<file path="src/rtl/mclk_prescaler_pkg.sv">
package mclk_prescaler_pkg;

   localparam int CODE_W    = 2;
   localparam int N_STAGES  = 3;
   localparam int MAX_RATIO = 4;

   typedef logic [CODE_W-1:0] div_code_t;

endpackage

</file>
<file path="src/rtl/mclk_div_stage.sv">
module mclk_div_stage
   import mclk_prescaler_pkg::*;
#(
   parameter bit WIDE_TOP = 1'b0,
   parameter int CNT_W    = $clog2(MAX_RATIO)
) (
   input  logic      clk,
   input  logic      rst_n,
   input  div_code_t code,
   input  logic      en_in,
   output logic      en_out
);

   if (CNT_W < 2) begin : g_bad_width
      $error("mclk_div_stage: CNT_W too small for ratio 4");
   end

   logic [CNT_W-1:0] cnt_q;
   logic [CNT_W-1:0] last_v;

   if (WIDE_TOP) begin : g_pow2
      always_comb begin
         unique case (code)
            2'b01:   last_v = CNT_W'(1);
            2'b10:   last_v = CNT_W'(3);
            default: last_v = '0;
         endcase
      end
   end else begin : g_odd
      always_comb begin
         unique case (code)
            2'b01:   last_v = CNT_W'(1);
            2'b10:   last_v = CNT_W'(2);
            default: last_v = '0;
         endcase
      end
   end

   always_ff @(posedge clk or negedge rst_n) begin
      if (!rst_n) begin
         cnt_q <= '0;
      end else if (en_in) begin
         cnt_q <= (cnt_q == last_v) ? '0 : cnt_q + CNT_W'(1);
      end
   end

   assign en_out = en_in && (cnt_q == last_v);

endmodule

</file>
<file path="src/rtl/mclk_fs_counter.sv">
module mclk_fs_counter #(
   parameter int FS_DIV = 256,
   localparam int CW    = $clog2(FS_DIV)
) (
   input  logic clk,
   input  logic rst_n,
   input  logic en_in,
   output logic stb_o
);

   logic [CW-1:0] cnt_q;
   logic          at_end;

   assign at_end = (cnt_q == CW'(FS_DIV - 1));

   always_ff @(posedge clk or negedge rst_n) begin
      if (!rst_n) begin
         cnt_q <= '0;
      end else if (en_in) begin
         cnt_q <= at_end ? '0 : cnt_q + CW'(1);
      end
   end

   assign stb_o = en_in && at_end;

endmodule

</file>
<file path="src/rtl/mclk_busy_timer.sv">
module mclk_busy_timer #(
   parameter int CYCLES = 3072,
   localparam int CW    = $clog2(CYCLES + 1)
) (
   input  logic clk,
   input  logic rst_n,
   output logic busy_o
);

   logic [CW-1:0] left_q;

   always_ff @(posedge clk or negedge rst_n) begin
      if (!rst_n) begin
         left_q <= CW'(CYCLES);
      end else if (left_q != '0) begin
         left_q <= left_q - CW'(1);
      end
   end

   assign busy_o = (left_q != '0);

endmodule

</file>
<file path="src/rtl/mclk_prescaler.sv">
module mclk_prescaler
   import mclk_prescaler_pkg::*;
#(
   parameter int FS_DIV      = 256,
   parameter int BUSY_CYCLES = 3072,
   localparam int CFG_W      = N_STAGES * CODE_W
) (
   input  logic             clk,
   input  logic             rst_n,
   input  logic [CFG_W-1:0] cfg_i,
   output logic             imclk_en_o,
   output logic             fs_stb_o,
   output logic             busy_o
);

   if (FS_DIV < 2) begin : g_bad_fs
      $error("mclk_prescaler: FS_DIV must be at least 2");
   end
   if (BUSY_CYCLES < 1) begin : g_bad_busy
      $error("mclk_prescaler: BUSY_CYCLES must be at least 1");
   end

   logic [CFG_W-1:0]  act_cfg_q;
   logic [N_STAGES:0] en_chain;

   assign en_chain[0] = 1'b1;

   for (genvar i = 0; i < N_STAGES; i++) begin : g_stage
      mclk_div_stage #(
         .WIDE_TOP (i == N_STAGES - 1)
      ) u_stage (
         .clk    (clk),
         .rst_n  (rst_n),
         .code   (act_cfg_q[i*CODE_W +: CODE_W]),
         .en_in  (en_chain[i]),
         .en_out (en_chain[i+1])
      );
   end

   assign imclk_en_o = en_chain[N_STAGES];

   mclk_fs_counter #(
      .FS_DIV (FS_DIV)
   ) u_fs (
      .clk   (clk),
      .rst_n (rst_n),
      .en_in (imclk_en_o),
      .stb_o (fs_stb_o)
   );

   mclk_busy_timer #(
      .CYCLES (BUSY_CYCLES)
   ) u_busy (
      .clk    (clk),
      .rst_n  (rst_n),
      .busy_o (busy_o)
   );

   always_ff @(posedge clk or negedge rst_n) begin
      if (!rst_n) begin
         act_cfg_q <= '0;
      end else if (fs_stb_o && !busy_o) begin
         act_cfg_q <= cfg_i;
      end
   end

endmodule

</file>
<file path="config.mk">
export PLATFORM = sky130hd
export DESIGN_NAME = mclk_prescaler
export DESIGN_NICKNAME = d
export VERILOG_FILES = /design/src/rtl/mclk_prescaler_pkg.sv /design/src/rtl/mclk_div_stage.sv /design/src/rtl/mclk_fs_counter.sv /design/src/rtl/mclk_busy_timer.sv /design/src/rtl/mclk_prescaler.sv
export SDC_FILE = /design/constraint.sdc
export NUM_CORES = 1
export LEC_CHECK = 0
export ABC_AREA = 1
export CAP_MARGIN = 30
export CORE_UTILIZATION = 35
export CTS_CLUSTER_SIZE = 40
export DETAILED_ROUTE_END_ITERATION = 10
export GPL_TIMING_DRIVEN = 0
export PLACE_DENSITY = 0.5
export SLEW_MARGIN = 20
export SYNTH_ARGS = -nofsm -noshare
export SYNTH_HDL_FRONTEND = slang
export SYNTH_SLANG_ARGS = --single-unit
</file>
<file path="constraint.sdc">
create_clock -name clk -period 4.9 [get_ports clk]
set_clock_uncertainty 0.1 [all_clocks]
set_input_delay 1.47 -clock clk [delete_from_list [all_inputs] [get_ports clk]]
set_output_delay 1.47 -clock clk [all_outputs]
set_load 0.05 [all_outputs]
</file>
# Yosys cells after proc, flatten, opt, wreduce, memory -nomap -nowiden
# Index checks and enable logic that the tools add are counted.
# totals
word_cells	34
in_bits	8
regBits	32
# classes
n_mux	7
n_reduce_logical	6
add_sub_neg	5
eq_ne	10
# op_table
op	n
$pmux W2 S2	3
$reduce_bool A12 Y1	1
$sub A12 B1 Y12 const B	1
$add A8 B1 Y8 const B	1
$eq A8 B8 Y1 const B	1
$mux W8	1
$add A2 B1 Y2 const B	3
$eq A2 B1 Y1 const B	3
$eq A2 B2 Y1	3
$eq A2 B2 Y1 const B	3
$mux W2	3
$logic_and A1 B1 Y1	4
$logic_not A1 Y1	1

# Depth between registers and ports, before layout
# depth
word_depth	7
mapped_depth	11
mapped_depth_nobuf	11

# Modules after synthesis
# Synthesis repeated with hierarchy kept, for this count alone.
# hier_totals
cells_unflattened	249
hier_area_um2	1853.0
# by_module_without_submodules
mod	area_each_um2	seq_area_each_um2	instances	cells_per_inst
mclk_busy_timer	763.2	302.8	1	101
mclk_fs_counter	417.9	200.2	1	50
mclk_div_stage at g_stage[0].u_stage ...	151.4	50.0	2	27
mclk_prescaler	239.0	150.1	1	27
mclk_div_stage at g_stage[2].u_stage	130.1	50.0	1	17

# Worst setup path after synthesis
# Ideal clock, no wire load.
# synth_timing
path_kind	reg-to-output
startpoint	register act_cfg_q[4]
endpoint	output fs_stb_o
stages_incl_launch_ff	7
arrival_ns	1.442
required_time_ns	3.330
path_slack_ns	1.888
cell_sequence	dfrtp_1 inv_1 ha_1 xnor2_1 nor2_2 nand3_4 nor2_4
# synth_between
elab_chain_cells	5
# synth_lines
element	line_no	rtl
start, declared	mclk_prescaler.sv:23	logic [CFG_W-1:0] act_cfg_q;
start signal, assigned	mclk_prescaler.sv:63	act_cfg_q <= cfg_i;
$eq A2 B2 Y1 / $eq A2 B1 Y1 (equally long branches)	mclk_div_stage.sv:23	unique case (code)
$pmux W2 S2 (*)	mclk_div_stage.sv:23	
$eq A2 B2 Y1 (*)	mclk_div_stage.sv:47	assign en_out = en_in && (cnt_q == last_v);
$logic_and A1 B1 Y1 (*)	mclk_div_stage.sv:47	
$logic_and A1 B1 Y1 (*)	mclk_fs_counter.sv:24	assign stb_o = en_in && at_end;
end, declared	mclk_prescaler.sv:12	output logic fs_stb_o,
# Every way passes the cells marked *; elsewhere a longest branch is shown, timed or not.

# Worst setup path in the final report
# Same ends and word-level chain as after synthesis.

==> results.txt <==
Post-layout nets: 250
Netlist Area Pre-Place: 1740 um^2
Worst path cell trace: inv_1, ha_1, xnor2_1, nor2_2, nand3_4, nor2_4, clkdlybuf4s50_1
Worst slew pin tran: 0.490 ns
Area delta synth->final: 17.0%
Leakage Power: 1.10 nW
Setup violators final: 0
First-pass GRT wire length: 6160 um
Post-CTS Setup Repair Bufs: 0
Unrepaired setup endpoints after global routing: no
Port Buffers: 10
Status: completed
Slowest CP cell: clkdlybuf4s50_1
Number of synthesized register bits: 32
Global route overflow: 0
Total number of vias: 1366
Slew Limit Fails: 0
Pwr Total: 487 uW
Clk buf depth: 2
DR WL/cell: 11.0 um
Slew HR: 67.2%
Netlist cell types: 25
Hold WC Path Type: reg2reg
MaxCap Viol Count: 0
Number of CTS-inserted buffers: 5
Tmin final: 4.11 ns
Clk Latency, worst-skew pair: 0.28 ns
Synthesis warning total: 0
Critical Path Source Type: flip-flop
Chip Width: 72.6 um
Critical path's largest stage delay: 0.84 ns
Pwr Density: 239 nW/um^2
Root Buffer: clkbuf_8
Worst setup path class: reg2out
Hold-fix buffers, CTS: 0
Critical Path End Type: output port
Peak Freq: 0.243 GHz
Worst EP arrival: 2.54 ns
Drt first pass iters: 4
Initial cell density of the core: 36.7%
# DRC: 0
Post-CTS sizing: 0
Period utilization: 83.9%
Antenna Cells: 0
Synthesized area per cell: 7.93 um^2
Largest fanout on the critical path: 9
Vias in the first global route: 1359
Via density per instance: 4.46
CTS tree: done
Antenna violations before repair: 0
Critical Path RT: 3.33 ns
Largest net degree at the start of global routing: 21
Setup TNS: 0 ns
VDD IR max: 111 uV
Fraction of layout cells with a size suffix above 1: 10.5%
Final wirelength: 3370 um
I/O pin count: 11
Chip height: 72.6 um
Die Area: 5270 um^2
Final hold vios: 0
Syn Inst Count: 220
Post-DP HPWL: 2510 um
Routability Congestion: 0.769
Antenna Nets Post-Route: 0
Clock slew at reported path FFs: 0.06 ns
Htree depth: 2
Row count: 25
Placeable Area: 4750 um^2
Synthesized Nets: 232
GRT Total Usage: 15.5%
Clk sinks: 32
Register area share after synthesis: 46.1%
DR iter-0 viols: 114
==> cells in the final DEF, fill, tap and decap left out, types with 3 or more instances in the layout <==
| master | Yosys | routed |
|---|---|---|
| nor2_1 | 15 | 15 |
| inv_2 | 4 | 4 |
| clkdlybuf4s50_1 | 0 | 9 |
| clkbuf_8 | 0 | 6 |
| dfrtp_1 | 30 | 30 |
| nor2_2 | 3 | 3 |
| a21oi_1 | 7 | 7 |
| inv_1 | 33 | 33 |
| o21ai_1 | 4 | 4 |
| ha_1 | 4 | 4 |
| xnor2_1 | 5 | 5 |
| o21ai_0 | 10 | 10 |
| nand2_1 | 49 | 49 |
| nor3_1 | 7 | 7 |
| nand4_1 | 4 | 4 |
| xor2_1 | 6 | 6 |
| nand3_1 | 26 | 26 |
==> worst paths after layout <==
| kind | startpoint | endpoint | slack [ns] | cells past startpoint |
|---|---|---|---|---|
| min reg2reg | act_cfg_q[3] | act_cfg_q[3] | 0.38 | 2 |
| min in group asynchronous | rst_n | u_busy.left_q[9] | 0.99 | 1 |
| max reg2reg | u_busy.left_q[0] | act_cfg_q[5] | 3.05 | 7 |
| min | act_cfg_q[3] | act_cfg_q[3] | 0.38 | 2 |
| max in group asynchronous | rst_n | u_busy.left_q[11] | 3.23 | 2 |
| max | act_cfg_q[4] | fs_stb_o | 0.79 | 7 |
==> per-layer routing <==
layer / GRT usage (%) / routed length, um
met1: 20.6 / 1760
met2: 23.7 / 1420
met3: 4.56 / 131
met4: 6.54 / 59
met5: 0 / 0
==> worst max-delay path, delay by kind of cell (launching register included) <==
| kind | cells | cell delay [ns] |
|---|---|---|
| xor+xnor | 1 | 0.14 |
| buf+inv | 2 | 0.89 |
| simple gates | 3 | 0.58 |
| fa+ha+maj | 1 | 0.29 |
| flops | 1 | 0.35 |
==> sequential cells by signal, indices dropped and copies added, names as in the netlist <==
register	count
u_fs.cnt_q	8
u_busy.left_q	12
g_stage.u_stage.cnt_q	6
act_cfg_q	6
==> synthesized netlist by cell type, drive strengths merged <==
cell type  instances  share of area, %
nand3b             1              0.43
nor2              20               5.6
o21ai             14               4.0
inv               37               8.0
o31ai              1              0.43
xor2               6               3.0
a22oi              1              0.43
dfstp              2               3.0
nand4              4               1.4
nand2             51                11
nand3             27               8.5
xnor2              5               2.5
nor3               8               2.6
ha                 4               2.9
a21oi              7               2.0
buf                2              0.93
dfrtp             30                43
==> kinds of logic after synthesis <==
family	after synthesis	share of synthesized area [%]
xor+xnor	11	5.52
simple gates	111	29.8
compound gates	23	6.89
fa+ha+maj	4	2.87
flops	32	46.1
buf+inv	39	8.89
==> metrics by stage <==
step,cell area (um^2),setup slack [ns],instances,utilization (%),hold slack [ns]
2_1_floorplan,1740,1.89,220,-,0.342
3_3_place_gp,1930,1.06,297,40.6,0.360
3_5_place_dp,1950,1.07,298,41.0,0.365
4_1_cts,2040,0.754,306,42.9,0.382
5_1_grt,2040,0.598,306,42.9,0.411
6_report,2040,0.790,306,42.9,0.376
==> power by group <==
group / internal, mW / switching (mW) / total [mW]
Clock: 0.114 / 0.0954 / 0.210
Combinational: 0.00665 / 0.00620 / 0.0128
Sequential: 0.264 / 0 / 0.264
Total: 0.385 / 0.102 / 0.487
==> area by class of cell <==
| type | count | area [um^2] |
|---|---|---|
| Timing Repair Buffer | 11 | 123 |
| Tap cell | 67 | 83.8 |
| Inverter | 37 | 139 |
| Sequential cell | 32 | 803 |
| Buffer | 2 | 16.3 |
| Multi-Input combinational cell | 149 | 786 |
| Fill cell | 503 | 2710 |
| Clock buffer | 8 | 90.1 |
Power figures use the tool's default switching activity.
